--- src/rtl/link_seq_pkg.sv ---
package link_seq_pkg;
  localparam int LS_W = 4;
  typedef logic [LS_W-1:0] link_st_t;

  localparam link_st_t LS_U0     = 4'd0;
  localparam link_st_t LS_U3     = 4'd3;
  localparam link_st_t LS_RESUME = 4'd15;

  typedef enum logic [1:0] {
    SQ_IDLE,
    SQ_SUSP_WAIT,
    SQ_RES_HOLD,
    SQ_RES_FIN
  } seq_st_e;
endpackage

--- src/rtl/link_ms_timer.sv ---
module link_ms_timer #(
  parameter int CW = 5
) (
  input  logic          clk,
  input  logic          rst,
  input  logic          load,
  input  logic [CW-1:0] load_val,
  input  logic          tick,
  output logic          expire
);
  logic [CW-1:0] cnt;

  always_ff @(posedge clk) begin
    if (rst)                  cnt <= '0;
    else if (load)            cnt <= load_val;
    else if (tick && cnt != 0) cnt <= cnt - 1'b1;
  end

  // Expires on the tick that consumes the last remaining count.
  assign expire = tick && !load && (cnt == CW'(1));

  // an idle counter never wraps below zero
  a_r4_timer_floor: assert property (@(posedge clk) disable iff (rst)
    (!load && cnt == 0) |=> (cnt == 0));
endmodule

--- src/rtl/link_req_check.sv ---
module link_req_check
  import link_seq_pkg::*;
(
  input  link_st_t ls,
  input  logic     enabled,
  input  logic     in_reset,
  output logic     susp_ok,
  output logic     resume_ok
);
  always_comb begin
    susp_ok   = enabled && !in_reset && (ls < LS_U3);
    resume_ok = !in_reset && !((ls == LS_U3) && !enabled);
  end
endmodule

--- src/rtl/link_flag_keeper.sv ---
module link_flag_keeper (
  input  logic clk,
  input  logic rst,
  input  logic suspend_done,
  input  logic resume_done,
  input  logic sync_hit,
  input  logic chg_clr,
  output logic suspended,
  output logic susp_chg
);
  always_ff @(posedge clk) begin
    if (rst) begin
      suspended <= 1'b0;
      susp_chg  <= 1'b0;
    end else begin
      if (suspend_done)                 suspended <= 1'b1;
      else if (resume_done || sync_hit) suspended <= 1'b0;

      if (resume_done || sync_hit) susp_chg <= 1'b1;
      else if (chg_clr)            susp_chg <= 1'b0;
    end
  end

  // a finished resume leaves the port unsuspended with the change flag set
  a_r6_resume_flags: assert property (@(posedge clk) disable iff (rst)
    resume_done |=> (susp_chg && !suspended));

  // a set in the same cycle as a clear wins
  a_r10_set_beats_clear: assert property (@(posedge clk) disable iff (rst)
    ((resume_done || sync_hit) && chg_clr) |=> susp_chg);

  // a finished suspend marks the port suspended
  a_r4_suspend_marks: assert property (@(posedge clk) disable iff (rst)
    suspend_done |=> suspended);
endmodule

--- src/rtl/port_link_seq.sv ---
module port_link_seq
  import link_seq_pkg::*;
#(
  parameter int SUSP_MS   = 10,
  parameter int RESUME_MS = 20
) (
  input  logic       clk,
  input  logic       rst,
  input  logic       ms_tick,
  input  logic       susp_req,
  input  logic       resume_req,
  input  logic       is_superspeed,
  input  logic       port_enabled,
  input  logic       port_in_reset,
  input  logic       port_powered,
  input  logic [3:0] link_state_in,
  input  logic       chg_clr,
  output logic       link_wr,
  output logic [3:0] link_val,
  output logic       seq_busy,
  output logic       seq_done,
  output logic       seq_reject,
  output logic       seq_refused,
  output logic       wake_pulse,
  output logic       suspended,
  output logic       susp_change
);
  localparam int MAX_MS = (SUSP_MS > RESUME_MS) ? SUSP_MS : RESUME_MS;
  localparam int CW     = $clog2(MAX_MS + 1);

  seq_st_e       state;
  logic          susp_ok, resume_ok;
  logic          lone_susp, lone_res, any_req;
  logic          tmr_load, tmr_expire;
  logic [CW-1:0] tmr_val;
  logic          suspend_done, resume_done, sync_hit;

  link_req_check u_check (
    .ls        (link_state_in),
    .enabled   (port_enabled),
    .in_reset  (port_in_reset),
    .susp_ok   (susp_ok),
    .resume_ok (resume_ok)
  );

  always_comb begin
    lone_susp    = susp_req && !resume_req;
    lone_res     = resume_req && !susp_req;
    any_req      = susp_req || resume_req;
    tmr_load     = (state == SQ_IDLE) &&
                   ((lone_susp && susp_ok) || (lone_res && resume_ok && !is_superspeed));
    tmr_val      = lone_susp ? CW'(SUSP_MS) : CW'(RESUME_MS);
    suspend_done = (state == SQ_SUSP_WAIT) && tmr_expire;
    resume_done  = (state == SQ_RES_FIN);
    sync_hit     = (state == SQ_IDLE) && suspended &&
                   (link_state_in == LS_U0) && port_powered;
  end

  link_ms_timer #(.CW(CW)) u_timer (
    .clk      (clk),
    .rst      (rst),
    .load     (tmr_load),
    .load_val (tmr_val),
    .tick     (ms_tick),
    .expire   (tmr_expire)
  );

  link_flag_keeper u_flags (
    .clk          (clk),
    .rst          (rst),
    .suspend_done (suspend_done),
    .resume_done  (resume_done),
    .sync_hit     (sync_hit),
    .chg_clr      (chg_clr),
    .suspended    (suspended),
    .susp_chg     (susp_change)
  );

  always_ff @(posedge clk) begin
    if (rst) begin
      state       <= SQ_IDLE;
      link_wr     <= 1'b0;
      link_val    <= LS_U0;
      seq_done    <= 1'b0;
      seq_reject  <= 1'b0;
      seq_refused <= 1'b0;
      wake_pulse  <= 1'b0;
    end else begin
      link_wr     <= 1'b0;
      seq_done    <= 1'b0;
      seq_reject  <= 1'b0;
      seq_refused <= 1'b0;
      wake_pulse  <= 1'b0;
      if (state != SQ_IDLE && any_req) seq_refused <= 1'b1;
      case (state)
        SQ_IDLE: begin
          if (susp_req && resume_req) begin
            seq_reject <= 1'b1;
          end else if (susp_req) begin
            if (susp_ok) begin
              link_wr  <= 1'b1;
              link_val <= LS_U3;
              state    <= SQ_SUSP_WAIT;
            end else begin
              seq_reject <= 1'b1;
            end
          end else if (resume_req) begin
            if (resume_ok) begin
              link_wr <= 1'b1;
              if (is_superspeed) begin
                link_val <= LS_U0;
                state    <= SQ_RES_FIN;
              end else begin
                link_val <= LS_RESUME;
                state    <= SQ_RES_HOLD;
              end
            end else begin
              seq_reject <= 1'b1;
            end
          end
        end
        SQ_SUSP_WAIT: begin
          if (tmr_expire) begin
            seq_done <= 1'b1;
            state    <= SQ_IDLE;
          end
        end
        SQ_RES_HOLD: begin
          if (tmr_expire) begin
            link_wr  <= 1'b1;
            link_val <= LS_U0;
            state    <= SQ_RES_FIN;
          end
        end
        SQ_RES_FIN: begin
          wake_pulse <= 1'b1;
          seq_done   <= 1'b1;
          state      <= SQ_IDLE;
        end
        default: state <= SQ_IDLE;
      endcase
    end
  end

  assign seq_busy = (state != SQ_IDLE);

  // a suspend on a disabled port is rejected without a write
  a_r3_disabled_no_write: assert property (@(posedge clk) disable iff (rst)
    (state == SQ_IDLE && lone_susp && !port_enabled) |=> (seq_reject && !link_wr));

  // the wake pulse always follows a U0 write
  a_r7_wake_after_u0: assert property (@(posedge clk) disable iff (rst)
    wake_pulse |-> ($past(link_wr) && link_val == LS_U0));

  // requests during a sequence are refused, never rejected
  a_r9_busy_refuse: assert property (@(posedge clk) disable iff (rst)
    (state != SQ_IDLE && any_req) |=> (seq_refused && !seq_reject));

  // a U3 write is always followed by the settle wait
  a_r2_u3_then_wait: assert property (@(posedge clk) disable iff (rst)
    (link_wr && link_val == LS_U3) |-> (state == SQ_SUSP_WAIT));

  // simultaneous requests in idle are rejected
  a_r11_both_reject: assert property (@(posedge clk) disable iff (rst)
    (state == SQ_IDLE && susp_req && resume_req) |=> (seq_reject && !link_wr));
endmodule

--- config.mk ---
export PLATFORM = sky130hd
export DESIGN_NAME = port_link_seq
export DESIGN_NICKNAME = d
export VERILOG_FILES = /design/src/rtl/link_seq_pkg.sv /design/src/rtl/link_ms_timer.sv /design/src/rtl/link_req_check.sv /design/src/rtl/link_flag_keeper.sv /design/src/rtl/port_link_seq.sv
export SDC_FILE = /design/constraint.sdc
export NUM_CORES = 1
export LEC_CHECK = 0
export BUFFER_PORTS_ARGS = -buffer_cell sky130_fd_sc_hd__buf_2
export CAP_MARGIN = 30
export CELL_PAD_IN_SITES_DETAIL_PLACEMENT = 1
export CELL_PAD_IN_SITES_GLOBAL_PLACEMENT = 2
export CORE_MARGIN = 3
export CORE_UTILIZATION = 29
export CTS_CLUSTER_DIAMETER = 150
export DETAILED_ROUTE_END_ITERATION = 16
export PLACE_DENSITY = 0.79
export SYNTH_ARGS = -nofsm -noshare
export SYNTH_HDL_FRONTEND = slang
export SYNTH_HIERARCHICAL = 1
export SYNTH_SLANG_ARGS = --single-unit
--- constraint.sdc ---
create_clock -name clk -period 2.7 [get_ports clk]
set_clock_uncertainty 0.2 [all_clocks]
set_input_delay 0.27 -clock clk [delete_from_list [all_inputs] [get_ports clk]]
set_output_delay 0.27 -clock clk [all_outputs]
set_load 0.005 [all_outputs]
==> metrics, run 1 <==
status=finished, final reports clean; Core ar.=2900 µm²; Clk pwr share=23.1%; clock tree from TritonCTS=done; most used standard cell by instance count after synthesis=sky130_fd_sc_hd__dfxtp_1; count of inserted antenna diode cells=0; post-synthesis mux area share=0%; clock latency on the worst-skew pair=0.29 ns; NetSw=243 µW; Routed met3 length=74 µm; Adder-Cell Fraction of Synth Area=2.70%; nets=148; worst setup slack for register-to-register paths=0.47 ns; endpoint type of the worst setup path=flop; max-cap violation count=0; cell leakage power=0.000495 µW; Post-synth top flop=sky130_fd_sc_hd__dfxtp_1; net switching share of the total power=34.0%; router iterations before antenna repair=4; wire length on met1=1100 µm; via count of the routed design=861; post-layout min period=2.23 ns; synthesized-area fraction occupied by ao, oa, aoi and oai cells=19.9%; Routed met2 length=1050 µm; HPWL after DPL=1730 µm; critical path required time=2.70 ns; termination of the worst setup path=state[0]$_SDFFE_PP0P_; Routed Wire Length=2250 µm; setup repair after global routing missed its margin=no; count of port buffers added during placement=25; final worst-path setup slack=0.466 ns; drt wl/cell=13.0 µm; number of global-route vias before repair=866; width of the die=62.5 µm; Critical Path Source=state[0]$_SDFFE_PP0P_; DRC marker count from the first detailed-route iteration=19; uppermost layer routed=met4; final count of hold timing violations=0; Seq/Total Area, Yosys=34.6%; dominant combinational cell family by area after synthesis=simple AND/OR/NAND/NOR gates; gpl congestion=0.763; largest net degree at the start of global routing=21; post-synthesis cell area=926 µm²; sinks on the clock net=16; area fraction in and, or, nand and nor cells after synthesis=35.0%; path type of the worst min-delay path=in -> reg; Vert. Die Dim=62.5 µm; combinational share of power=34.5%; fraction of final layout cells with drive strength greater than 1=31.3%; overall power consumption=713 µW; vias per inst=4.98; Detail Route Antenna Nets=0; XOR/XNOR Fraction of Synth Area=0%; setup tns final=0 ns; clock transition at the registers of the reported paths=0.09 ns; number of buffers inserted by hold repair at cts=0; worst-path fanout max=11; startpoint-to-endpoint class of the critical path=reg -> reg; number of CTS-inserted buffers=3; top achievable clock speed=0.448 GHz; Yosys top cell by area=sky130_fd_sc_hd__dfxtp_1; Area Overhead vs Synth=21.4%; worst r2r src=state[0]$_SDFFE_PP0P_; worst min-delay path startpoint=chg_clr; proportion of synthesized flip-flops having asynchronous set or reset=0%; Site Rows=19; Initial Utilization=31.9%; post-synth top area share=34.6%; root buf cell=sky130_fd_sc_hd__clkbuf_4; net count after synthesis=122; number of standard cells after synthesis=106; all-layer global routing usage=12.4%; data arrival time of the critical path=2.24 ns; crit path launch type=flop; die area=3910 µm²; I/O pins=26; maximum buffer depth of the clock tree=2; total setup violations reported at the end of the flow=0; Worst Hold Margin=0.0412 ns; DRC violation count after routing=0; Overflow after GRT=0; final clock period utilization by the worst path=82.7%; endpoint of the most critical register-to-register path=state[0]$_SDFFE_PP0P_; worst supply voltage drop on vdd=0.211 mV; final count of pins violating max slew=0; #FFs+latches synth=16; number of levels the H-tree was split into=1; number of flops mapped to enable cells by yosys=0; first-pass GRT wire length=4020 µm; mean area per synthesized cell=8.73 µm²; Power Dens Cells=634 nW/µm²; sequential share of power=42.4%; top cells by count, synth=16 x sky130_fd_sc_hd__dfxtp_1, 10 x sky130_fd_sc_hd__inv_1, 10 x sky130_fd_sc_hd__nor2_1; path depth of the worst reg2reg path=8; cell internal power dissipation=470 µW; Filler Cells Inserted=363; worst slack, placed=0.201 ns; top cells by area in the synthesized netlist=sky130_fd_sc_hd__dfxtp_1 35%, sky130_fd_sc_hd__inv_1 4.1%, sky130_fd_sc_hd__nor2_1 4.1%, sky130_fd_sc_hd__nor3_1 3.8%, sky130_fd_sc_hd__a2111oi_4 3.0%; post-synthesis cell type count=48; initial antenna violation count=0; Post-CTS Setup Repair Bufs=0; Gates resized, CTS repair=0; number of warnings reported in the yosys synthesis log=6
[critical path: stages, from the launching register on]
cell                       delay (ns)
sky130_fd_sc_hd__dfxtp_1         0.56
sky130_fd_sc_hd__nor2_2          0.15
sky130_fd_sc_hd__o21ai_1         0.13
sky130_fd_sc_hd__inv_1           0.07
sky130_fd_sc_hd__inv_1           0.10
sky130_fd_sc_hd__and4_1          0.26
sky130_fd_sc_hd__and2b_4         0.23
sky130_fd_sc_hd__a221o_1         0.26
sky130_fd_sc_hd__a211oi_1        0.21
[registers in the layout (all words and copies together), names as in the netlist]
signal,cells
seq_reject,1
link_wr,1
seq_done,1
link_val,2
u_flags/susp_chg,1
state,2
seq_refused,1
wake_pulse,1
u_timer/cnt,5
u_flags/suspended,1
[logic make-up (layout without fill, tap and decap cells)]
family | count (synthesis) | count (layout)
AO/OA/AOI/OAI | 22 | 22
adder cells (fa/ha/maj) | 2 | 2
buffers and inverters | 16 | 41
flip-flops | 16 | 16
other | 1 | 1
AND/OR/NAND/NOR | 49 | 49
[cells in the final DEF (no fill, tap or decap), types with 2 or more instances in the layout]
cell type | netlist | layout
sky130_fd_sc_hd__dfxtp_1 | 16 | 16
sky130_fd_sc_hd__a31oi_1 | 2 | 2
sky130_fd_sc_hd__nand4b_1 | 2 | 2
sky130_fd_sc_hd__and4_1 | 2 | 2
sky130_fd_sc_hd__ha_1 | 2 | 2
sky130_fd_sc_hd__inv_1 | 10 | 10
sky130_fd_sc_hd__buf_2 | 1 | 25
sky130_fd_sc_hd__a21oi_1 | 5 | 5
sky130_fd_sc_hd__nor3_1 | 7 | 7
sky130_fd_sc_hd__nand2_1 | 5 | 5
sky130_fd_sc_hd__o21ai_1 | 2 | 2
sky130_fd_sc_hd__and3b_1 | 3 | 3
sky130_fd_sc_hd__nand2b_1 | 2 | 2
sky130_fd_sc_hd__and2b_4 | 2 | 2
sky130_fd_sc_hd__clkbuf_4 | 0 | 3
sky130_fd_sc_hd__nor2_1 | 10 | 10
sky130_fd_sc_hd__buf_4 | 2 | 2
[worst min path at each step]
stage / to / cells after the start / slack [ns]
floorplan: u_flags/susp_chg$_SDFFE_PP0P_ / 1 / 0.14
global placement: u_flags/susp_chg$_SDFFE_PP0P_ / 2 / 0.26
detailed placement: u_flags/susp_chg$_SDFFE_PP0P_ / 2 / 0.27
CTS: u_flags/susp_chg$_SDFFE_PP0P_ / 3 / 0.03
global route: u_flags/susp_chg$_SDFFE_PP0P_ / 3 / 0.03
finish: u_flags/susp_chg$_SDFFE_PP0P_ / 3 / 0.04
[final cells by class]
| class | count | area [µm²] | area share [%] |
|---|---|---|---|
| multi-input cells | 74 | 537 | 47.8 |
| flip-flops and latches | 16 | 320 | 28.5 |
| repair buffers | 27 | 140 | 12.5 |
| well taps | 42 | 52.6 | 4.68 |
| inverters | 10 | 37.5 | 3.34 |
| clock buffers | 4 | 36.3 | 3.23 |
[power by group through the flow]
stage	logic (µW)	clock network [µW]	registers, µW
final	246	165	302
after global routing	277	186	311
after CTS	248	172	302
after detailed placement	248	0	307
after global placement	242	0	307
after floorplan	189	0	298
[routing by layer]
layer  vias to the layer above  GRT usage (%)
li1                        436              -
met1                       409           16.6
met2                        14           19.3
met3                         2           2.70
met4                         0           4.96
met5                         -              0
[per-stage QoR]
stage | cells | utilization, % | cell area, µm²
after floorplan | 106 | - | 926
after detailed placement | 169 | 37.5 | 1090
final | 173 | 38.7 | 1120
after global placement | 169 | 37.5 | 1090
after global routing | 173 | 38.7 | 1120
after CTS | 173 | 38.7 | 1120
(Power assumes the default switching activity.)
==> run 2, diff against run 1 <==
- clock period: 2.7 -> 2.2 ns (I/O delays scaled with it)
==> run 2 against run 1 <==
Effect of this change: count of clock-buffer cells in the layout stayed put; largest power group unchanged; non-clock buffer count is 10 higher; sequential power grew 22%; utilization rose by 3.1 points; design area rose by 8.1%; highest routed layer unchanged; total power is 28% higher; register-to-register slack got worse by 0.22 ns; critical endpoint unchanged.
==> metrics, run 2 (synthesized netlist as in run 1, its figures left out) <==
HPWL after DPL=1990 µm; total setup violations reported at the end of the flow=0; largest net degree at the start of global routing=21; clock latency on the worst-skew pair=0.29 ns; endpoint type of the worst setup path=flop; router iterations before antenna repair=3; Finished Core Util=41.9%; Post-CTS Setup Repair Bufs=0; drt wl/cell=14.5 µm; worst min-delay path startpoint=resume_req; gpl congestion=0.695; path depth of the worst reg2reg path=5; count of inserted antenna diode cells=0; all-layer global routing usage=14.8%; clock transition at the registers of the reported paths=0.11 ns; footprint of the flip-flops and latches=320 µm²; cell type group with the largest total delay on the critical path=simple AND/OR/NAND/NOR gates; max-cap violation count=0; post-route cell area=1210 µm²; fraction of final layout cells with drive strength greater than 1=38.3%; number of flip-flops under the largest register name=5; width of the die=62.5 µm; registers with the most flip-flops=u_timer/cnt (5), link_val (2), state (2); clock tree from TritonCTS=done; register name with the most flops=u_timer/cnt; path type of the worst min-delay path=in -> reg; DRC violation count after routing=0; final count of hold timing violations=0; Filler Cells Inserted=375; status=finished, final reports clean; vias per inst=5.08; Site Rows=19; crit path launch type=primary input; hold path cells=3; DRC marker count from the first detailed-route iteration=23; Vert. Die Dim=62.5 µm; maximum buffer depth of the clock tree=2; area of the multi-input gates=551 µm²; first-pass GRT wire length=4730 µm; number of CTS-inserted buffers=3; most common cell after layout, fill and taps aside=sky130_fd_sc_hd__buf_2; sinks on the clock net=16; initial antenna violation count=0; count of port buffers added during placement=25; post-layout min period=2.07 ns; via count of the routed design=929; Routed Wire Length=2650 µm; Power Dens Cells=750 nW/µm²; Overflow after GRT=0; Slowest-stage cell, CP=sky130_fd_sc_hd__a221o_1; top achievable clock speed=0.483 GHz; setup repair after global routing missed its margin=no; worst r2r src=u_timer/cnt[1]$_SDFFE_PP0P_; nets=158; die area=3910 µm²; cell leakage power=0.000546 µW; worst setup slack for register-to-register paths=0.25 ns; number of levels the H-tree was split into=1; number of global-route vias before repair=996; startpoint-to-endpoint class of the critical path=in -> reg; crit path buf inv count=3; cells along the critical path=buf_2 -> nor2_2 -> a41oi_2 -> and4bb_2 -> o21ai_2 -> inv_1 -> inv_2 -> and4_1 -> and2b_4 -> a221o_1 -> a211oi_1; Area Overhead vs Synth=31.2%; placed inst area=1170 µm²; Detail Route Antenna Nets=0; final clock period utilization by the worst path=94.2%; worst supply voltage drop on vdd=0.322 mV; maximum cell stage delay along the critical path=0.28 ns; final count of pins violating max slew=0; commonest cells after routing, fill and taps aside=25 x sky130_fd_sc_hd__buf_2, 16 x sky130_fd_sc_hd__dfxtp_1, 11 x sky130_fd_sc_hd__buf_4, 9 x sky130_fd_sc_hd__inv_1, 9 x sky130_fd_sc_hd__nor2_1; critical path required time=2.20 ns; I/O pins=26; Initial Utilization=31.9%; root buf cell=sky130_fd_sc_hd__clkbuf_4; data arrival time of the critical path=2.08 ns; hold path endpoint=seq_refused$_SDFF_PP0_; worst-path fanout max=4; endpoint of the most critical register-to-register path=u_timer/cnt[0]$_SDFFE_PP0P_; Core ar.=2900 µm²
[run 2: cell type report]
cell class	instances	area share [%]
multi-input combinational	74	45.3
sequential	16	26.4
timing repair buffer	37	17.9
tap	42	4.33
inverter	10	3.09
clock buffer	4	2.99
[run 2: worst max path at each step]
stage,from,endpoint,slack [ns],cells after the start
finish,link_state_in[2],state[0]$_SDFFE_PP0P_,0.13,11
global route,link_state_in[2],state[0]$_SDFFE_PP0P_,0.01,11
CTS,link_state_in[2],state[0]$_SDFFE_PP0P_,0.12,11
detailed placement,link_state_in[2],state[0]$_SDFFE_PP0P_,-0.11,11
global placement,link_state_in[2],state[0]$_SDFFE_PP0P_,-0.03,11
floorplan,link_state_in[2],state[0]$_SDFFE_PP0P_,0.0005,11
[run 2: stage by stage]
| step | hold WS, ns | instances | setup WS, ns | setup TNS (ns) | power (µW) |
|---|---|---|---|---|---|
| after detailed placement | 0.263 | 178 | -0.108 | -0.250 | 707 |
| final | 0.0442 | 183 | 0.129 | 0 | 911 |
| after floorplan | 0.0891 | 106 | 0.000457 | 0 | 601 |
| after global routing | 0.0436 | 183 | 0.0120 | 0 | 984 |
| after CTS | 0.0394 | 183 | 0.119 | 0 | 919 |
| after global placement | 0.261 | 178 | -0.0349 | -0.0349 | 689 |
[run 2: metal layers]
metal,GRT usage [%],share of wire [%],vias to the layer above
met5,0,0,-
met4,4.96,0.60,0
met3,2.34,2.4,2
met2,26.2,50,15
met1,18.1,47,460
li1,-,-,452
[run 2: timing repair]
action,4_1_cts,5_1_grt
resized for setup,0,0
endpoints found under the setup margin,0,0
hold endpoints to repair,1,0
hold buffers,1,0
[run 2: worst min-delay path, stage by stage]
cell	delay, ns
sky130_fd_sc_hd__buf_2	0.14
sky130_fd_sc_hd__nor2_1	0.09
sky130_fd_sc_hd__nor3_1	0.05
[run 2: power breakdown]
group	switching (µW)	internal [µW]	total, µW
sequential	36.7	330	367
combinational	175	160	335
clock	108	101	209
==> run 3, diff against run 2 <==
- GPL_ROUTABILITY_DRIVEN: unset -> 0
- GPL_TIMING_DRIVEN: unset -> 0
==> run 3 against run 2 <==
Effect of this change: sequential share of layout area fell by 0.72 points; critical endpoint is now u_timer/cnt[0]$_SDFFE_PP0P_; design area grew 3.2%; count of clock-buffer cells in the layout unchanged; register-to-register slack worse by 0.03 ns; global-route usage shrank 1.5 points; setup slack worse by 0.046 ns; critical path type unchanged; die area unchanged; critical path depth is the same; first-iteration DRC count up 26%; total power down 0.69%; largest power group unchanged; sequential cell count stayed put; clock power fell by 2%.
==> metrics, run 3 (synthesized netlist as in run 1, its figures left out) <==
sinks on the clock net=16; DRC violation count after routing=0; met2 Track Usage GR=21.3%; Area Overhead vs Synth=35.4%; die area=3910 µm²; DRC marker count from the first detailed-route iteration=29; fraction of final layout cells with drive strength greater than 1=40.3%; most common cell after layout, fill and taps aside=sky130_fd_sc_hd__buf_2; Initial Utilization=31.9%; maximum cell stage delay along the critical path=0.34 ns; root buf cell=sky130_fd_sc_hd__clkbuf_4; first-pass GRT wire length=4200 µm; Detail Route Antenna Nets=0; final count of pins violating max slew=0; Vert. Die Dim=62.5 µm; register name with the most flops=u_timer/cnt; number of levels the H-tree was split into=1; endpoint of the most critical register-to-register path=state[0]$_SDFFE_PP0P_; number of global-route vias before repair=893; number of CTS-inserted buffers=3; endpoint type of the worst setup path=flop; width of the die=62.5 µm; count of port buffers added during placement=25; Routed Wire Length=2460 µm; sequential share of power=40.8%; worst slack, placed=-0.375 ns; router iterations before antenna repair=3; hold path endpoint=seq_refused$_SDFF_PP0_; cell internal power dissipation=593 µW; crit path launch type=primary input; final count of hold timing violations=0; NetSw=311 µW; path type of the worst min-delay path=in -> reg; net switching share of the total power=34.4%; Core ar.=2900 µm²; post-layout min period=2.12 ns; Finished Core Util=43.2%; initial antenna violation count=0; worst r2r src=state[1]$_SDFFE_PP0P_; Slowest-stage cell, CP=sky130_fd_sc_hd__or3_1; clock tree from TritonCTS=done; registers with the most flip-flops=u_timer/cnt (5), link_val (2), state (2); final worst-path setup slack=0.0829 ns; worst-path fanout max=6; combinational share of power=36.7%; clock latency on the worst-skew pair=0.29 ns; all-layer global routing usage=13.3%; grt peak-use layer=met2; via count of the routed design=900; top achievable clock speed=0.472 GHz; status=finished, final reports clean; nets=161; cell leakage power=0.000565 µW; Site Rows=19; HPWL after DPL=1820 µm; transition time of the tightest slew-check pin=0.509 ns; largest net degree at the start of global routing=11; total setup violations reported at the end of the flow=0; worst min-delay path startpoint=resume_req; maximum buffer depth of the clock tree=2; I/O pins=26; startpoint-to-endpoint class of the critical path=in -> reg; number of cells in the design after placement=173; Overflow after GRT=0; path depth of the worst reg2reg path=9; critical path required time=2.18 ns; Finished Layout Cells=186; global routing met3 resource utilization=2.88%; Power Dens Cells=722 nW/µm²; hold path cells=3; Clk pwr share=22.5%; max-cap violation count=0; worst supply voltage drop on vdd=0.301 mV; worst setup slack for register-to-register paths=0.22 ns; final clock period utilization by the worst path=96.2%; cells along the critical path=buf_2 -> a211o_1 -> nor3_4 -> and3b_2 -> o21ai_2 -> inv_1 -> buf_8 -> buf_4 -> nor3_1 -> and3_1 -> or3_1; commonest cells after routing, fill and taps aside=26 x sky130_fd_sc_hd__buf_2, 15 x sky130_fd_sc_hd__dfxtp_1, 9 x sky130_fd_sc_hd__nor2_1, 9 x sky130_fd_sc_hd__buf_4, 8 x sky130_fd_sc_hd__inv_1; setup tns final=0 ns; met1 track demand over resource in global routing=17.1%; Relative slew margins=66.1%; clock transition at the registers of the reported paths=0.11 ns; count of inserted antenna diode cells=0; vias per inst=4.84; drt wl/cell=13.2 µm; number of flip-flops under the largest register name=5; data arrival time of the critical path=2.10 ns
## run 3: layer usage
| metal | vias to the layer above | wire length (µm) |
|---|---|---|
| li1 | 459 | - |
| met1 | 422 | 1160 |
| met2 | 15 | 1170 |
| met3 | 4 | 92 |
| met4 | 0 | 33 |
| met5 | - | 0 |
## run 3: per-stage QoR
stage,power [µW],area (µm²),hold WS (ns)
2_1_floorplan,601,950,0.0891
3_3_place_gp,678,1130,0.238
3_5_place_dp,692,1130,0.234
4_1_cts,902,1200,0.0331
5_1_grt,979,1250,0.0467
6_report,905,1250,0.0374
## run 3: final cells by class
type / instances / area (µm²)
fill: 369 / 1650
multi-input combinational: 74 / 561
sequential: 16 / 322
timing repair buffer: 34 / 198
tap: 42 / 52.6
buffer: 6 / 42.5
inverter: 10 / 42.5
clock buffer: 4 / 36.3
## run 3: how the worst max path moves through the flow
stage	start	endpoint	slack (ns)
after floorplan	link_state_in[2]	state[0]$_SDFFE_PP0P_	0.0005
after detailed placement	link_state_in[2]	state[0]$_SDFFE_PP0P_	-0.37
after global routing	link_state_in[1]	u_timer/cnt[0]$_SDFFE_PP0P_	-0.03
final	link_state_in[1]	u_timer/cnt[0]$_SDFFE_PP0P_	0.08
after CTS	state[1]$_SDFFE_PP0P_	state[0]$_SDFFE_PP0P_	0.001
after global placement	link_state_in[2]	state[0]$_SDFFE_PP0P_	-0.33
## run 3: worst max-delay path, delay by kind of cell
family          cells  cell delay, ns
compound gates      2            0.38
buf+inv             4            0.47
simple gates        5            1.02
## run 3: power groups by stage
stage	sequential [µW]	clock, µW	combinational, µW
after floorplan	365	0	236
after global placement	373	0	304
after detailed placement	376	0	317
after CTS	369	211	322
after global routing	378	226	375
final	369	204	332
## run 3: timing repair
item / 4_1_cts / 5_1_grt
setup endpoints to repair: 2 / 4
endpoints found under the hold margin: 2 / 0
hold buffers: 2 / 0
buffers inserted: 1 / 6
pin swaps: 1 / 8
resized for setup: 1 / 8
